===== config.mk =====
export PLATFORM = sky130hd
export DESIGN_NAME = microstep_translator
export DESIGN_NICKNAME = d
export VERILOG_FILES = /design/src/rtl/mstep_pkg.sv /design/src/rtl/mstep_control.sv /design/src/rtl/mstep_datapath.sv /design/src/rtl/microstep_translator.sv
export SDC_FILE = /design/constraint.sdc
export NUM_CORES = 1
export LEC_CHECK = 0
export BUFFER_PORTS_ARGS = -buffer_cell sky130_fd_sc_hd__buf_4
export CAP_MARGIN = 20
export CORE_UTILIZATION = 61
export CTS_BUF_LIST = sky130_fd_sc_hd__clkbuf_4 sky130_fd_sc_hd__clkbuf_8
export DETAILED_ROUTE_END_ITERATION = 8
export GPL_TIMING_DRIVEN = 0
export MAX_ROUTING_LAYER = met4
export PLACE_DENSITY_LB_ADDON = 0.2
export SLEW_MARGIN = 20
export SYNTH_ARGS = -nofsm -noshare
export SYNTH_HDL_FRONTEND = slang
export SYNTH_SLANG_ARGS = --single-unit

===== constraint.sdc =====
create_clock -name clk -period 5.22 [get_ports clk]
set_input_delay 0.783 -clock clk [delete_from_list [all_inputs] [get_ports clk]]
set_output_delay 0.783 -clock clk [all_outputs]
set_load 0.01 [all_outputs]

===== src/rtl/mstep_pkg.sv =====
`timescale 1ns/1ps
package mstep_pkg;
  localparam int IDX_W    = 5;
  localparam int HOME_IDX = 4;
  localparam int QUARTER  = 8;

  typedef enum logic [1:0] {
    DECAY_SLOW  = 2'b00,
    DECAY_FAST  = 2'b01,
    DECAY_MIXED = 2'b10
  } decay_e;

  typedef struct packed {
    logic advance;
    logic forward;
    logic goHome;
  } ctlStrobe_t;

  // 16-bit full-scale sine samples at 11.25 degree spacing, first quadrant
  function automatic logic [15:0] quarterSine(input logic [3:0] k);
    case (k)
      4'd0:    return 16'd0;
      4'd1:    return 16'd12785;
      4'd2:    return 16'd25080;
      4'd3:    return 16'd36410;
      4'd4:    return 16'd46340;
      4'd5:    return 16'd54491;
      4'd6:    return 16'd60547;
      4'd7:    return 16'd64276;
      default: return 16'd65535;
    endcase
  endfunction

  function automatic logic [IDX_W-1:0] stepSize(input logic [1:0] res);
    return IDX_W'(QUARTER) >> res;
  endfunction
endpackage


===== src/rtl/mstep_control.sv =====
`timescale 1ns/1ps
module mstep_control
  import mstep_pkg::*;
#(
  parameter int SETTLE_CYCLES = 50000
) (
  input  logic       clk,
  input  logic       rstN,
  input  logic       stepIn,
  input  logic       dirIn,
  input  logic       enN,
  input  logic       sleepN,
  output ctlStrobe_t ctl,
  output logic       bridgeEn
);
  localparam int CNT_W = $clog2(SETTLE_CYCLES + 1);

  logic [1:0]       stepSync;
  logic             stepPrev;
  logic             stepRise;
  logic [CNT_W-1:0] settleCnt;

  always_ff @(posedge clk or negedge rstN) begin
    if (!rstN) begin
      stepSync <= '0;
      stepPrev <= 1'b0;
    end else begin
      stepSync <= {stepSync[0], stepIn};
      stepPrev <= stepSync[1];
    end
  end

  assign stepRise = stepSync[1] & ~stepPrev;

  always_ff @(posedge clk or negedge rstN) begin
    if (!rstN)
      settleCnt <= '0;
    else if (!sleepN)
      settleCnt <= CNT_W'(SETTLE_CYCLES);
    else if (settleCnt != '0)
      settleCnt <= settleCnt - 1'b1;
  end

  always_comb begin
    ctl.advance = stepRise & sleepN & (settleCnt == '0);
    ctl.forward = dirIn;
    ctl.goHome  = ~sleepN;
  end

  assign bridgeEn = rstN & sleepN & ~enN;
endmodule


===== src/rtl/mstep_datapath.sv =====
`timescale 1ns/1ps
module mstep_datapath
  import mstep_pkg::*;
#(
  parameter int MAG_W = 8
) (
  input  logic             clk,
  input  logic             rstN,
  input  ctlStrobe_t       ctl,
  input  logic [1:0]       resSel,
  input  logic [1:0]       decaySel,
  output logic [IDX_W-1:0] idx,
  output logic [MAG_W-1:0] mag [2],
  output logic             pol [2],
  output logic [1:0]       decay [2]
);
  logic [IDX_W-1:0] nextIdx;

  function automatic logic [MAG_W-1:0] lutMag(input logic [IDX_W-1:0] p);
    logic [3:0]  k;
    logic [15:0] raw;
    k   = p[3] ? 4'(4'd8 - {1'b0, p[2:0]}) : {1'b0, p[2:0]};
    raw = quarterSine(k);
    return raw[15 -: MAG_W];
  endfunction

  always_comb begin
    if (ctl.forward) nextIdx = idx + stepSize(resSel);
    else             nextIdx = idx - stepSize(resSel);
  end

  always_ff @(posedge clk or negedge rstN) begin
    if (!rstN)            idx <= IDX_W'(HOME_IDX);
    else if (ctl.goHome)  idx <= IDX_W'(HOME_IDX);
    else if (ctl.advance) idx <= nextIdx;
  end

  // phase 0 = cosine (quarter-cycle lead), phase 1 = sine
  for (genvar ph = 0; ph < 2; ph++) begin : g_phase
    localparam logic [IDX_W-1:0] OFF = (ph == 0) ? IDX_W'(QUARTER) : '0;
    logic [IDX_W-1:0] curPos, newPos;
    logic [MAG_W-1:0] newMag;
    decay_e           decayQ;

    assign curPos = idx + OFF;
    assign newPos = nextIdx + OFF;
    assign newMag = lutMag(newPos);

    always_ff @(posedge clk or negedge rstN) begin
      if (!rstN)
        decayQ <= DECAY_MIXED;
      else if (ctl.goHome)
        decayQ <= DECAY_MIXED;
      else if (ctl.advance)
        decayQ <= (newMag < mag[ph]) ? decay_e'(decaySel) : DECAY_SLOW;
    end

    assign mag[ph]   = lutMag(curPos);
    assign pol[ph]   = ~curPos[IDX_W-1];
    assign decay[ph] = decayQ;
  end
endmodule


===== src/rtl/microstep_translator.sv =====
`timescale 1ns/1ps
module microstep_translator
  import mstep_pkg::*;
#(
  parameter int MAG_W         = 8,
  parameter int SETTLE_CYCLES = 50000
) (
  input  logic             clk,
  input  logic             rstN,
  input  logic             stepIn,
  input  logic             dirIn,
  input  logic [1:0]       resSel,
  input  logic [1:0]       decaySel,
  input  logic             enN,
  input  logic             sleepN,
  output logic [MAG_W-1:0] magA,
  output logic             polA,
  output logic [MAG_W-1:0] magB,
  output logic             polB,
  output logic [1:0]       decayA,
  output logic [1:0]       decayB,
  output logic             homeOut,
  output logic             bridgeEn
);
  ctlStrobe_t       ctlBus;
  logic [IDX_W-1:0] idx;
  logic [MAG_W-1:0] mag [2];
  logic             pol [2];
  logic [1:0]       decay [2];

  mstep_control #(.SETTLE_CYCLES(SETTLE_CYCLES)) u_ctrl (
    .clk      (clk),
    .rstN     (rstN),
    .stepIn   (stepIn),
    .dirIn    (dirIn),
    .enN      (enN),
    .sleepN   (sleepN),
    .ctl      (ctlBus),
    .bridgeEn (bridgeEn)
  );

  mstep_datapath #(.MAG_W(MAG_W)) u_dp (
    .clk      (clk),
    .rstN     (rstN),
    .ctl      (ctlBus),
    .resSel   (resSel),
    .decaySel (decaySel),
    .idx      (idx),
    .mag      (mag),
    .pol      (pol),
    .decay    (decay)
  );

  assign magA    = mag[0];
  assign polA    = pol[0];
  assign magB    = mag[1];
  assign polB    = pol[1];
  assign decayA  = decay[0];
  assign decayB  = decay[1];
  assign homeOut = (idx == IDX_W'(HOME_IDX));
endmodule


---- After elaboration in Yosys (flattened, before gate mapping) ----
Memory sizes are Yosys's and may differ from the RTL's.
Cells that the tools add are included.
operators by class
  shifts and indexed selects .............. 1
  equality and inequality tests ........... 3
  reduce and logical (&&, ||, !) cells .... 2
  $add $sub $neg .......................... 9
  bitwise gates (word level) .............. 9
  muxes and demuxes ....................... 19
  magnitude comparators ................... 2
operators with widths
  operator               number
  $mux 16                6
  $logic_not 16->1       1
  $lt 8x8->1             2
  $mux 4                 4
  $reduce_bool 16->1     1
  $sub 16x1->16 const B  1
  $sub 4x3->4 const A    4
  $mux 5                 3
  $mux 2                 6
  $add 5x4->5 const B    1
  $add 5x5->5            1
  $and 1x1->1            5
  $eq 5x3->1 const B     1
  $shr 4x2->5 const A    1
  $sub 5x5->5            1
  $add 4x4->4 const B    1
  $ne 2x1->1 const B     2
  $not 1->1              4
storage, ports and cells
  output and inout bits ................... 24
  register bits ........................... 28
  memories ................................ 4
  memory bits (read-only) ................. 512
  input bits .............................. 10
  logic and storage cells ................. 55
memory list
  name             words  bits a word  read ports  clocked after memory_dff  wr ports  line             source
  (no name shown)  8      16           1           0                         0         mstep_pkg.sv:21  case (k)
  (no name shown)  8      16           1           0                         0         mstep_pkg.sv:21
  (no name shown)  8      16           1           0                         0         mstep_pkg.sv:21
  (no name shown)  8      16           1           0                         0         mstep_pkg.sv:21

---- Logic depth before layout (Yosys ltp) ----
An unclocked memory read counts as a cell.
  depth after elaboration ................. 12
  gate-level depth with buffers ........... 22

---- By module ----
Synthesis repeated with hierarchy kept, for this count alone.
second synthesis, totals
  cells, all modules ...................... 377
  area, all modules ....................... 3061.7 µm²
modules (own cells, without submodules)
  module                cells an instance  seq. area each (µm²)  instances  area each (µm²)
  mstep_datapath        270                229.0                 1          2035.7
  mstep_control         105                475.5                 1          1013.5
  microstep_translator  2                  0.0                   1          12.5

---- Worst setup path after synthesis ----
Ideal clock, no wire load.
  path type ............................... in2reg
  start ................................... input port resSel[1]
  end ..................................... register u_dp.g_phase[1].decayQ[0]
  library setup time ...................... 87 ps
  stages .................................. 21
  arrival time ............................ 4957 ps
  buffers on the path ..................... 1
  path slack .............................. 176 ps
  required time ........................... 5133 ps
  path through ............................ nor2b_1 > inv_1 > ha_1 > mux2_2 > ha_1 > and3_1 > buf_6 > o21ai_2 > nand2_1 > o21ai_1 > inv_1 > ha_1 > or3_1 > a21oi_1 > a211oi_1 > ha_1 > a21oi_1 > o21ai_0 > a2111oi_2 > nand3_1 > o211ai_1
on the way
  longest elaborated chain between the ends .. 11
  elaborated cells on any way between the ends .. 12
  those cells by class .................... add/sub (3); order compare (1); shift (1); mux (6); memory (1)
RTL lines
  what                                        line                                        source
  start, declared                             microstep_translator.sv:12                  input logic [1:0] resSel,
  $shr 4x2->5 *                               mstep_pkg.sv:35                             return IDX_W'(QUARTER) >> res;
  $sub 5x5->5 or $add 5x5->5 (tied branches)  mstep_datapath.sv:29, mstep_datapath.sv:28
  $mux 5 *                                    mstep_datapath.sv:28                        if (ctl.forward) nextIdx = idx + stepSize(resSel);
  $sub 4x3->4                                 mstep_datapath.sv:22                        k = p[3] ? 4'(4'd8 - {1'b0, p[2:0]}) : {1'b0, p[2:0]};
  $mux 4 *                                    mstep_datapath.sv:22
  $mem_v2 8x16                                --
  $mux 16 *                                   mstep_pkg.sv:21
  $lt 8x8->1 *                                mstep_datapath.sv:55                        decayQ <= (newMag < mag[ph]) ? decay_e'(decaySel) : DECAY_SLOW;
  $mux 2 *                                    mstep_datapath.sv:55
  $mux 2 *                                    mstep_datapath.sv:54                        else if (ctl.advance)
  $mux 2 *                                    mstep_datapath.sv:52                        else if (ctl.goHome)
  end signal, assigned                        mstep_datapath.sv:55
  end, declared                               mstep_datapath.sv:43                        decay_e decayQ;
Every way passes the cells marked *; elsewhere a longest branch is shown, timed or not. The select of a mux whose other input is x is not followed.
A chain may end at the register's enable or synchronous reset.

---- Final worst setup path ----
Ends and elaborated chain as after synthesis.

==> results.md <==
* Synth Cell Area at 3230 um^2
* Num CTS Buffers at 3
* Bufs and invs on worst path at 4
* GR Overflow Total at 0
* Layout Skew at 4.66 ps
* Hold Vio Cnt, Final at 0
* Synth async-reset ratio at 1.00
* Slowest cell on crit path: a2111oi_2
* Most frequent cells in the layout: 45 x nand2_1, 40 x ha_1, 32 x o21ai_0, 32 x buf_4, 30 x nor2_1
* FP Rows at 26
* DRT Pass-1 Iters at 5
* Wirelength, routed at 7700 um
* Final setup fails at 0
* Max-cap viol count at 0
* Die Height at 74.8 um
* Yosys Warn Count at 0
* Fmax at 0.197 GHz
* NumNets Final at 500
* Leak at 0.00168 uW
* Tot Pwr at 637 uW
* Slew HR at 0.578
* Post-CTS Setup Bufs at 0
* IO buf count at 32
* Slew @ Worst Pin at 627 ps
* # diodes at 0
* Startpoint types: input pin
* Hold path start: u_ctrl.stepSync[0]$_DFF_PN0_
* Core area at 5110 um^2
* Top_reg_cell synth: dfrtp_1
* Crit path time final at 5080 ps
* WL per Instance at 14.9 um
* WS Path Type: input pin to flop
* Worst Hold Slack at 363 ps
* Number of flops mapped to enable cells by yosys at 0
* Flop pwr share at 0.376
* Clk buf depth at 2
* CTS tree: done
* Total GRT Usage at 0.290
* Initial antenna violation count at 0
* Reg2reg start: u_dp.idx[1]$_DFFE_PN0P_
* Hold crit path type: flop to flop
* Commonest non-fill, non-tap cell in the layout: nand2_1
* Slack of the critical path at 136 ps
* Starting density of the core at 0.633
* Tcrit/Tclk final at 0.974
* Place WS at -527 ps
* Setup TNS at 0 ps
* Worst Path Max Fanout at 9
* CP most frequent cell: ha_1
* Largest net degree at the start of global routing at 30
* Syn Area/Cell at 7.89 um^2
* CP Launch Point: resSel[1]
* Die ar. at 5600 um^2
* Slew Limit Fails at 0
* Clock insertion delay at the later pin of the skew report at 280 ps
* Number of global-route vias before repair at 2,690
* Synth Register Bits at 28
* Worst path cell trace: buf_4 > nor2b_2 > inv_1 > ha_1 > mux2_2 > ha_1 > and3_1 > buf_6 > or3_4 > nand2_8 > o21ai_4 > inv_2 > ha_2 > or3_4 > a21oi_2 > a211oi_1 > ha_1 > a21oi_1 > o21ai_0 > a2111oi_2 > nand3_1 > o211ai_1
* Clock power share at 0.263
* Power Dens Cells at 172 nW/um^2
* I/O pin count at 34
* Remaining DRCs at 0
* Syn Nets at 463
* Sink Count at 28
* Outcome: finished, final reports clean
* Internal power at 425 uW
* WP data required at 5410 ps
* Average vias per placed instance at 5.98
* GPL Wtd Cong at 0.955
* Largest delay share family, worst path: simple AND/OR/NAND/NOR gates
* Die span in x at 74.8 um
* Fraction of layout cells with a size suffix above 1 at 0.157
* Combinational share of power at 0.360
* Synthesized instance count at 410
* First-pass GRT wire length at 12,000 um
* CP arrival at 5280 ps
* Drt initial violations at 187
* Detail Placement HPWL at 5920 um
* Detail Route Antenna Nets at 0
* CTS Root Cell: clkbuf_8
* Net Sw Power at 212 uW
* Endpoint class of the critical path: flop
* Synthesis-to-finish area growth at 14.5%
* Switching part of the total at 0.332
* VDD IR max at 0.243 mV
* Synth cell types at 62
* Clk slew on worst S/H paths at 90 ps
* CP max stage delay at 490 ps
* Post-synthesis sequential area ratio at 0.218
* Vias at 3,087
* H-tree depth at 1
-- cell usage after synthesis (3+ instances only) --
cell type	instances	share of area
nand2_1	46	0.053
ha_1	42	0.16
o21ai_0	34	0.053
nor2_1	30	0.035
inv_1	26	0.030
dfrtp_1	25	0.19
a21oi_1	19	0.029
nand3_1	19	0.029
nor3_1	14	0.022
xnor2_1	13	0.035
a21o_1	12	0.028
clkbuf_1	12	0.014
and2_1	11	0.021
o211ai_1	7	0.016
nor2b_1	6	0.012
xor2_1	5	0.014
nand2b_1	4	0.0077
nand3b_1	4	0.0093
o21a_1	4	0.0093
or2_2	4	0.0077
a22oi_1	3	0.0070
a2bb2oi_1	3	0.0081
and3_1	3	0.0058
dfstp_2	3	0.024
mux2i_1	3	0.0093
nand4_1	3	0.0058
nor4_1	3	0.0058
o22ai_1	3	0.0058
o31ai_1	3	0.0070
or4_1	3	0.0070
-- worst reg2reg max path, stage by stage (launching register included) --
cell       delay, ps
dfrtp_1          370
clkbuf_1         340
inv_1            200
fa_2             720
ha_4             250
o21ai_4          220
inv_2             80
ha_2             320
or3_4            410
a21oi_2          150
a211oi_1          80
ha_1             310
a21oi_1          150
o21ai_0          120
a2111oi_2        490
nand3_1          140
o211ai_1         210
-- what timing repair did --
action                                  in CTS  in global routing
endpoints found under the setup margin       2                  4
resized for setup                            2                 14
hold buffers                                 0                  0
pin swaps                                    1                  4
-- metal layers --
metal	global-route usage	routed length (um)	vias to the layer above
li1	-	-	1556
met1	0.343	3330	1433
met2	0.514	3940	89
met3	0.0268	318	9
met4	0.105	110	0
met5	-	0	-
-- through the flow --
stage / area (um^2) / instances / utilization
2_1_floorplan: 3230 / 410 / -
5_1_grt: 3700 / 516 / 0.725
4_1_cts: 3640 / 516 / 0.713
3_5_place_dp: 3560 / 512 / 0.697
3_3_place_gp: 3560 / 512 / 0.697
6_report: 3700 / 516 / 0.725
-- power by group through the flow --
| stage | clock, uW | combinational, uW | sequential (uW) |
|---|---|---|---|
| 6_report | 168 | 229 | 240 |
| 5_1_grt | 180 | 258 | 241 |
| 4_1_cts | 169 | 217 | 240 |
| 3_5_place_dp | 0 | 214 | 243 |
| 3_3_place_gp | 0 | 206 | 242 |
| 2_1_floorplan | 0 | 164 | 241 |
-- final timing paths --
kind,slack (ps),endpoint,cells past startpoint
setup / recovery,140,u_dp.g_phase[1].decayQ[0]$_DFFE_PN0P_,22
hold / removal,360,u_ctrl.stepSync[1]$_DFF_PN0_,0
setup reg to reg,580,u_dp.g_phase[1].decayQ[0]$_DFFE_PN0P_,16
hold reg to reg,360,u_ctrl.stepSync[1]$_DFF_PN0_,0
max in group asynchronous,4520,u_dp.idx[2]$_DFFE_PN1P_,1
min in group asynchronous,400,u_ctrl.settleCnt[11]$_DFFE_PN0P_,1
-- state kept, by name, summed over array words and instances, names as in the netlist --
| register | count |
|---|---|
| u_dp.g_phase.decayQ | 4 |
| u_ctrl.stepPrev | 1 |
| u_ctrl.settleCnt | 16 |
| u_dp.idx | 5 |
| u_ctrl.stepSync | 2 |
-- final cells by class --
cell class | instances | area (um^2)
sequential | 28 | 704
inverter | 27 | 101
tap | 70 | 87.6
timing repair buffer | 32 | 240
fill | 416 | 1410
multi-input combinational | 340 | 2430
clock buffer | 3 | 41.3
clock inverter | 1 | 30.0
buffer | 15 | 66.3
-- logic make-up after synthesis --
family | Yosys count | share of synthesized area
and+or+nand+nor | 163 | 0.263
AOI/OAI and AO/OA | 111 | 0.234
adders and majority gates | 43 | 0.169
buffers and inverters | 42 | 0.0518
DFF | 28 | 0.218
xor gates and xnor gates | 18 | 0.0487
muxes | 5 | 0.0162
Power figures use the tool's default switching activity.
